[config.mk]
export PLATFORM = sky130hd
export DESIGN_NAME = pps_phase_gen
export DESIGN_NICKNAME = d
export VERILOG_FILES = /design/src/rtl/pps_gen_pkg.sv /design/src/rtl/pps_offset_ctl.sv /design/src/rtl/pps_pulse_gen.sv /design/src/rtl/pps_ref_sync.sv /design/src/rtl/pps_phase_meter.sv /design/src/rtl/pps_phase_gen.sv
export SDC_FILE = /design/constraint.sdc
export NUM_CORES = 1
export LEC_CHECK = 0
export BUFFER_PORTS_ARGS = -buffer_cell sky130_fd_sc_hd__buf_2
export CORE_ASPECT_RATIO = 1.1
export CORE_MARGIN = 1.5
export CORE_UTILIZATION = 30
export CTS_BUF_LIST = sky130_fd_sc_hd__clkbuf_8
export CTS_CLUSTER_SIZE = 30
export DETAILED_ROUTE_END_ITERATION = 10
export PLACE_DENSITY = 0.51
export SETUP_SLACK_MARGIN = 0.4
export SLEW_MARGIN = 15
export SYNTH_ARGS = -nofsm -noshare
export SYNTH_HDL_FRONTEND = slang
export SYNTH_SLANG_ARGS = --single-unit
export TNS_END_PERCENT = 100
[constraint.sdc]
create_clock -name clk -period 6.97 [get_ports clk]
set_input_delay 0 -clock clk [delete_from_list [all_inputs] [get_ports clk]]
set_output_delay 0 -clock clk [all_outputs]
set_load 0.005 [all_outputs]
[src/rtl/pps_gen_pkg.sv]
package pps_gen_pkg;
    typedef enum logic [1:0] {
        REF_ACQUIRE = 2'd0,
        REF_TRACK   = 2'd1,
        REF_LOST    = 2'd2
    } ref_state_e;
endpackage

[src/rtl/pps_offset_ctl.sv]
module pps_offset_ctl #(
    parameter int PERIOD = 60_000_000,
    parameter int CW     = $clog2(PERIOD)
) (
    input  logic          clk,
    input  logic          rst_n,
    input  logic          wr,
    input  logic [CW-1:0] wdata,
    input  logic          rollover,
    output logic [CW-1:0] act_ofs,
    output logic          err
);
    localparam logic [CW-1:0] LAST = CW'(PERIOD - 1);

    logic [CW-1:0] pend_ofs;
    logic          in_range;

    assign in_range = (wdata <= LAST);

    always_ff @(posedge clk) begin
        if (!rst_n) begin
            pend_ofs <= '0;
            act_ofs  <= '0;
            err      <= 1'b0;
        end else begin
            if (wr && in_range)  pend_ofs <= wdata;
            if (wr && !in_range) err      <= 1'b1;
            if (rollover)        act_ofs  <= pend_ofs;
        end
    end

    // an out-of-range write leaves the staged value alone and flags it
    a_r5_ignore_bad_write: assert property (@(posedge clk) disable iff (!rst_n)
        (wr && (wdata > LAST)) |=> ($stable(pend_ofs) && err));
    // the error flag never clears outside reset
    a_r6_err_sticky: assert property (@(posedge clk) disable iff (!rst_n)
        err |=> err);
    // the active offset changes only on a rollover
    a_r4_apply_at_rollover: assert property (@(posedge clk) disable iff (!rst_n)
        !$stable(act_ofs) |-> $past(rollover));
endmodule

[src/rtl/pps_pulse_gen.sv]
module pps_pulse_gen #(
    parameter int PERIOD      = 60_000_000,
    parameter int HIGH_CYCLES = 6_000_000,
    parameter int CW          = $clog2(PERIOD)
) (
    input  logic          clk,
    input  logic          rst_n,
    input  logic [CW-1:0] act_ofs,
    output logic [CW-1:0] cnt,
    output logic          rollover,
    output logic          pps_out
);
    localparam int            HW   = $clog2(HIGH_CYCLES + 1);
    localparam logic [CW-1:0] LAST = CW'(PERIOD - 1);

    logic [HW-1:0] hi_left;
    logic          start;
    logic          pulse_dec;

    assign rollover  = (cnt == LAST);
    assign start     = (cnt == act_ofs);
    assign pulse_dec = start || (hi_left != '0);

    always_ff @(posedge clk) begin
        if (!rst_n) begin
            cnt     <= '0;
            hi_left <= '0;
            pps_out <= 1'b0;
        end else begin
            cnt <= rollover ? '0 : cnt + 1'b1;
            if (start)                hi_left <= HW'(HIGH_CYCLES - 1);
            else if (hi_left != '0)   hi_left <= hi_left - 1'b1;
            pps_out <= pulse_dec;       // final retiming flop
        end
    end

    // the second counter wraps to zero after its last cycle
    a_r1_wrap: assert property (@(posedge clk) disable iff (!rst_n)
        (cnt == LAST) |=> (cnt == '0));
    // a rising output edge begins a countdown of the remaining high cycles
    a_r3_rise_loads: assert property (@(posedge clk) disable iff (!rst_n)
        $rose(pps_out) |-> $past(start));
endmodule

[src/rtl/pps_ref_sync.sv]
module pps_ref_sync (
    input  logic clk,
    input  logic rst_n,
    input  logic ref_in,
    output logic ref_edge
);
    logic meta_q, sync_q, prev_q;

    always_ff @(posedge clk) begin
        if (!rst_n) begin
            meta_q <= 1'b0;
            sync_q <= 1'b0;
            prev_q <= 1'b0;
        end else begin
            meta_q <= ref_in;
            sync_q <= meta_q;
            prev_q <= sync_q;
        end
    end

    assign ref_edge = sync_q && !prev_q;

    // an edge is reported for a single cycle only
    a_r7_edge_single: assert property (@(posedge clk) disable iff (!rst_n)
        ref_edge |=> !ref_edge);
endmodule

[src/rtl/pps_phase_meter.sv]
module pps_phase_meter
    import pps_gen_pkg::*;
#(
    parameter int PERIOD = 60_000_000,
    parameter int CW     = $clog2(PERIOD),
    parameter int EW     = CW + 1
) (
    input  logic                 clk,
    input  logic                 rst_n,
    input  logic                 ref_edge,
    input  logic [CW-1:0]        cnt,
    input  logic [CW-1:0]        act_ofs,
    output logic signed [EW-1:0] phase_err,
    output logic                 phase_valid,
    output logic                 ref_lost
);
    localparam int            XW   = $clog2(3 * PERIOD) + 1;
    localparam int            LAT  = 2;  // synchroniser stages ahead of the edge
    localparam int            TW   = $clog2(2 * PERIOD);
    localparam logic [TW-1:0] TLIM = TW'(2 * PERIOD - 1);
    localparam logic [XW-1:0] HALF = XW'(PERIOD / 2);
    localparam logic [XW-1:0] P1   = XW'(PERIOD);
    localparam logic [XW-1:0] P2   = XW'(2 * PERIOD);

    ref_state_e state, state_nx;
    logic [TW-1:0]        tmo;
    logic                 timeout;
    logic [XW-1:0]        x, u;
    logic signed [XW:0]   wrapped;

    assign timeout = (tmo == TLIM) && !ref_edge;

    // residue of (cnt - LAT - act_ofs) modulo PERIOD, then signed wrap
    always_comb begin
        x = XW'(cnt) + XW'(2 * PERIOD - LAT) - XW'(act_ofs);
        if (x >= P2)      u = x - P2;
        else if (x >= P1) u = x - P1;
        else              u = x;
        if (u >= HALF) wrapped = $signed({1'b0, u}) - $signed({1'b0, P1});
        else           wrapped = $signed({1'b0, u});
    end

    always_comb begin
        state_nx = state;
        unique case (state)
            REF_ACQUIRE: if (ref_edge) state_nx = REF_TRACK;
                         else if (timeout) state_nx = REF_LOST;
            REF_TRACK:   if (timeout) state_nx = REF_LOST;
            REF_LOST:    if (ref_edge) state_nx = REF_TRACK;
            default:     state_nx = REF_ACQUIRE;
        endcase
    end

    // state register
    always_ff @(posedge clk) begin
        if (!rst_n) begin
            state <= REF_ACQUIRE;
            tmo   <= '0;
        end else begin
            state <= state_nx;
            if (ref_edge)         tmo <= '0;
            else if (tmo != TLIM) tmo <= tmo + 1'b1;
        end
    end

    // outputs
    always_ff @(posedge clk) begin
        if (!rst_n) begin
            phase_valid <= 1'b0;
            phase_err   <= '0;
        end else begin
            phase_valid <= ref_edge && (state != REF_LOST);
            if (ref_edge && (state != REF_LOST)) phase_err <= EW'(wrapped);
        end
    end

    assign ref_lost = (state == REF_LOST);

    // no result is delivered while the reference is flagged lost
    a_r10_no_valid_when_lost: assert property (@(posedge clk) disable iff (!rst_n)
        phase_valid |-> !ref_lost);
    // every delivered result lies inside the wrapped window
    a_r8_range: assert property (@(posedge clk) disable iff (!rst_n)
        phase_valid |-> ((phase_err >= -$signed(EW'(PERIOD / 2))) &&
                         (phase_err <  $signed(EW'(PERIOD - PERIOD / 2)))));
    // the lost state is entered only after the full timeout
    a_r9_lost_after_timeout: assert property (@(posedge clk) disable iff (!rst_n)
        $rose(ref_lost) |-> ($past(tmo) == TLIM));
endmodule

[src/rtl/pps_phase_gen.sv]
module pps_phase_gen #(
    parameter int PERIOD      = 60_000_000,
    parameter int HIGH_CYCLES = 6_000_000,
    parameter int CW          = $clog2(PERIOD),
    parameter int EW          = CW + 1
) (
    input  logic                 clk,
    input  logic                 rst_n,
    input  logic                 ofs_wr,
    input  logic [CW-1:0]        ofs_wdata,
    input  logic                 ref_pps_in,
    output logic                 pps_out,
    output logic                 ofs_err,
    output logic signed [EW-1:0] phase_err,
    output logic                 phase_valid,
    output logic                 ref_lost
);
    logic [CW-1:0] act_ofs;
    logic [CW-1:0] cnt;
    logic          rollover;
    logic          ref_edge;

    pps_offset_ctl #(.PERIOD(PERIOD), .CW(CW)) u_ofs (
        .clk(clk), .rst_n(rst_n), .wr(ofs_wr), .wdata(ofs_wdata),
        .rollover(rollover), .act_ofs(act_ofs), .err(ofs_err)
    );

    pps_pulse_gen #(.PERIOD(PERIOD), .HIGH_CYCLES(HIGH_CYCLES), .CW(CW)) u_gen (
        .clk(clk), .rst_n(rst_n), .act_ofs(act_ofs), .cnt(cnt),
        .rollover(rollover), .pps_out(pps_out)
    );

    pps_ref_sync u_sync (
        .clk(clk), .rst_n(rst_n), .ref_in(ref_pps_in), .ref_edge(ref_edge)
    );

    pps_phase_meter #(.PERIOD(PERIOD), .CW(CW), .EW(EW)) u_meter (
        .clk(clk), .rst_n(rst_n), .ref_edge(ref_edge), .cnt(cnt),
        .act_ofs(act_ofs), .phase_err(phase_err), .phase_valid(phase_valid),
        .ref_lost(ref_lost)
    );
endmodule

==> results.json <==
{
  "cts_made_buffers": 17,
  "h-tree-depth": 4,
  "synth-edff-count": 0,
  "wl_per_cell_um": 15.1,
  "cts_root_buf": "clkbuf_8",
  "crit_start": "u_gen.cnt[1]",
  "reg2reg_slack_ps": 730,
  "cp-end-kind": "flop",
  "utilization_pct": 37.3,
  "critPathLaunchType": "flop",
  "hold_path.class": "in -> reg",
  "maxCapViolCount": 0,
  "clock_path_buffers": 2,
  "grt_pass1_wl_um": 48600,
  "gp_routability_congestion": 0.892,
  "worst-path-max-fanout": 7,
  "ys_types": 90,
  "area_growth_pct": 22.4,
  "antennaDiodeCount": 0,
  "ioPinCount": 61,
  "antenna_left": 0,
  "cp_top_family": "simple AND/OR/NAND/NOR gates",
  "worstPathRequired_ps": 7320,
  "critical_path_class": "reg -> reg",
  "io_buffers": 60,
  "synth_area_leaders": "dfxtp_1 30%, xnor2_1 6.2%, xor2_1 5.6%",
  "status": "completed",
  "synth_common_cells": "163 x dfxtp_1, 160 x nand2_1, 145 x nor2_1",
  "total_power_mw": 2.64,
  "drv_slew": 0,
  "ys.flop_type": "dfxtp_1",
  "drc": 0,
  "syn_nets": 1433,
  "tns_ps": 0,
  "die-area_mm2": 0.0369,
  "insertion_delay_ps": 460,
  "synth_area_mm2": 0.0107,
  "core-area_mm2": 0.0352,
  "period_minus_slack_ps": 6240,
  "max_freq_mhz": 160,
  "cts.sinks": 163,
  "drtIter0Drc": 523,
  "cts_tree": "done",
  "period_share_pct": 89.5,
  "yosysTopAreaCellShare_pct": 30.4,
  "vias": 9951,
  "wirelength_um": 29900,
  "dp_hpwl_um": 22500,
  "arrival_ps": 6580,
  "clkTransAtPathRegs_ps": 90,
  "drt_pass1_iterations": 5,
  "rsz0062_at_grt": "true",
  "synth_seq_area_share_pct": 30.4,
  "rows": 72,
  "grt_usage_pct": 16.0,
  "synthArstFlopShare_pct": 0,
  "die_h_um": 201,
  "final_nets": 1552,
  "ys_seq_elements": 163,
  "synth_warnings": 0,
  "crit_slowest_cell": "or4_1",
  "slew_headroom_pct": 37.4,
  "synth_area_leader_cell": "dfxtp_1",
  "fill_cells": 3730,
  "grt_max_degree": 77,
  "start_util_pct": 30.5,
  "overflow": 0,
  "antenna_found_initial": 0,
  "die_w_um": 183,
  "hp-start": "ref_pps_in",
  "setup_viol": 0,
  "power_density_mw_per_mm2": 201,
  "worstMarginPinSlew_ps": 936,
  "hold_viol": 0,
  "via_per_inst": 5.02,
  "slowest_delay_ps": 540,
  "ir_drop_v": 0.000117,
  "grt_pass1_vias": 9564,
  "syn_inst": 1368,
  "p_leak_nw": 4.93,
  "r2r-start": "u_gen.cnt[1]",
  "finalClockSkew_ps": 16.0,
  "synth_most_common_cell": "dfxtp_1",
  "drive_gt1_share_pct": 18.6,
  "critical_path_buf_inv_count": 3,
  "syn_avg_cell_area_um2": 7.85
}
==> final timing paths <==
check	end	cells past startpoint
max	u_meter.phase_err[14]	27
max reg2reg	u_meter.phase_err[14]	27
min	u_sync.meta_q	3
min reg2reg	u_sync.sync_q	1
==> layout make-up <==
class | instances | area (um^2) | area share [%]
multi-input cells | 1080 | 7430 | 56.5
flip-flops and latches | 163 | 3270 | 24.8
repair buffers | 173 | 1240 | 9.41
well taps | 481 | 602 | 4.58
clock buffers | 17 | 234 | 1.78
inverters | 52 | 195 | 1.48
clock inverters | 15 | 181 | 1.38
==> cell families (layout without fill, tap and decap cells) <==
logic type	after synthesis	after routing	share of synthesized area [%]
AOI/OAI and AO/OA	329	329	21.4
xor gates and xnor gates	146	146	12.0
adders and majority gates	35	35	4.15
buffers and inverters	125	257	4.77
DFF	163	163	30.4
muxes	37	37	3.46
and+or+nand+nor	533	533	23.9
==> worst reg2reg max path, cell delays in order, from the launching register on <==
cell and delay (ps):
dfxtp_1 360, inv_1 130, ha_2 220, nor4b_4 280
a21oi_2 140, o21a_1 270, or2_2 310, a31oi_1 210
xor2_1 250, ha_4 260, and2_1 200, nand2_1 120
a21o_1 100, o21ai_0 100, a211oi_2 200, buf_4 180
xor2_4 110, or4_4 490, o21ai_4 210, mux2i_1 120
o32a_1 220, or4_1 540, nor4_4 210, o311ai_4 150
buf_4 180, a211oi_4 310, and2_1 170, o211ai_1 90
==> metal layers <==
layer  part of all wire (%)  track usage [%]  vias up
met5                      0                0        -
met4                    1.8             4.86        0
met3                    2.1             1.99       37
met2                     48             26.8      135
met1                     48             21.3     4671
li1                       -                -     5108
==> registers in the layout, summed over array words and instances, names as in the netlist, 2 cells and up <==
register,count
u_gen.cnt,26
u_gen.hi_left,23
u_meter.phase_err,27
u_meter.state,2
u_meter.tmo,27
u_ofs.act_ofs,26
u_ofs.pend_ofs,26
==> where the power goes <==
group          internal [mW]  switching [mW]
sequential             0.972          0.0281
clock                  0.358           0.377
combinational          0.409           0.497
==> through the flow <==
stage                     hold WS, ps  setup WS, ps  cell area (um^2)  std cells
after floorplan                   127           734             10700       1368
after detailed placement          244           107             11700       1884
after CTS                         258           412             12500       1951
after global placement            234           220             11700       1884
after global routing              297           294             13100       1981
final                             319           734             13100       1981
==> timing repair <==
| action | in CTS | in global routing |
|---|---|---|
| pin swaps | 0 | 20 |
| setup buffers | 1 | 30 |
| hold buffers | 34 | 0 |
| endpoints found under the hold margin | 37 | 0 |
| endpoints found under the setup margin | 19 | 19 |
| resized for setup | 15 | 73 |
==> cell usage in the layout, fill, tap and decap left out, types with 9 or more instances in the layout <==
cell type,Yosys,layout
a211oi_2,9,10
nand3_1,47,45
a21o_1,15,14
buf_2,16,60
clkbuf_8,0,17
o211ai_1,11,11
a211oi_1,25,22
nor3_1,29,27
o21ai_0,39,36
or3_1,19,19
dlygate4sd3_1,0,34
buf_4,0,78
nand4_1,31,31
nand2_1,160,158
a31oi_1,11,9
inv_1,52,52
a21oi_2,3,9
a21oi_1,120,112
nor2_1,145,141
and2_1,22,22
o31ai_1,11,11
xor2_1,69,67
dfxtp_1,163,161
mux2i_1,36,35
or4_1,10,9
xnor2_1,76,72
o21a_1,11,11
and3_1,11,11
nor4_1,17,11
ha_1,34,22
Power figures use the tool's default switching activity.
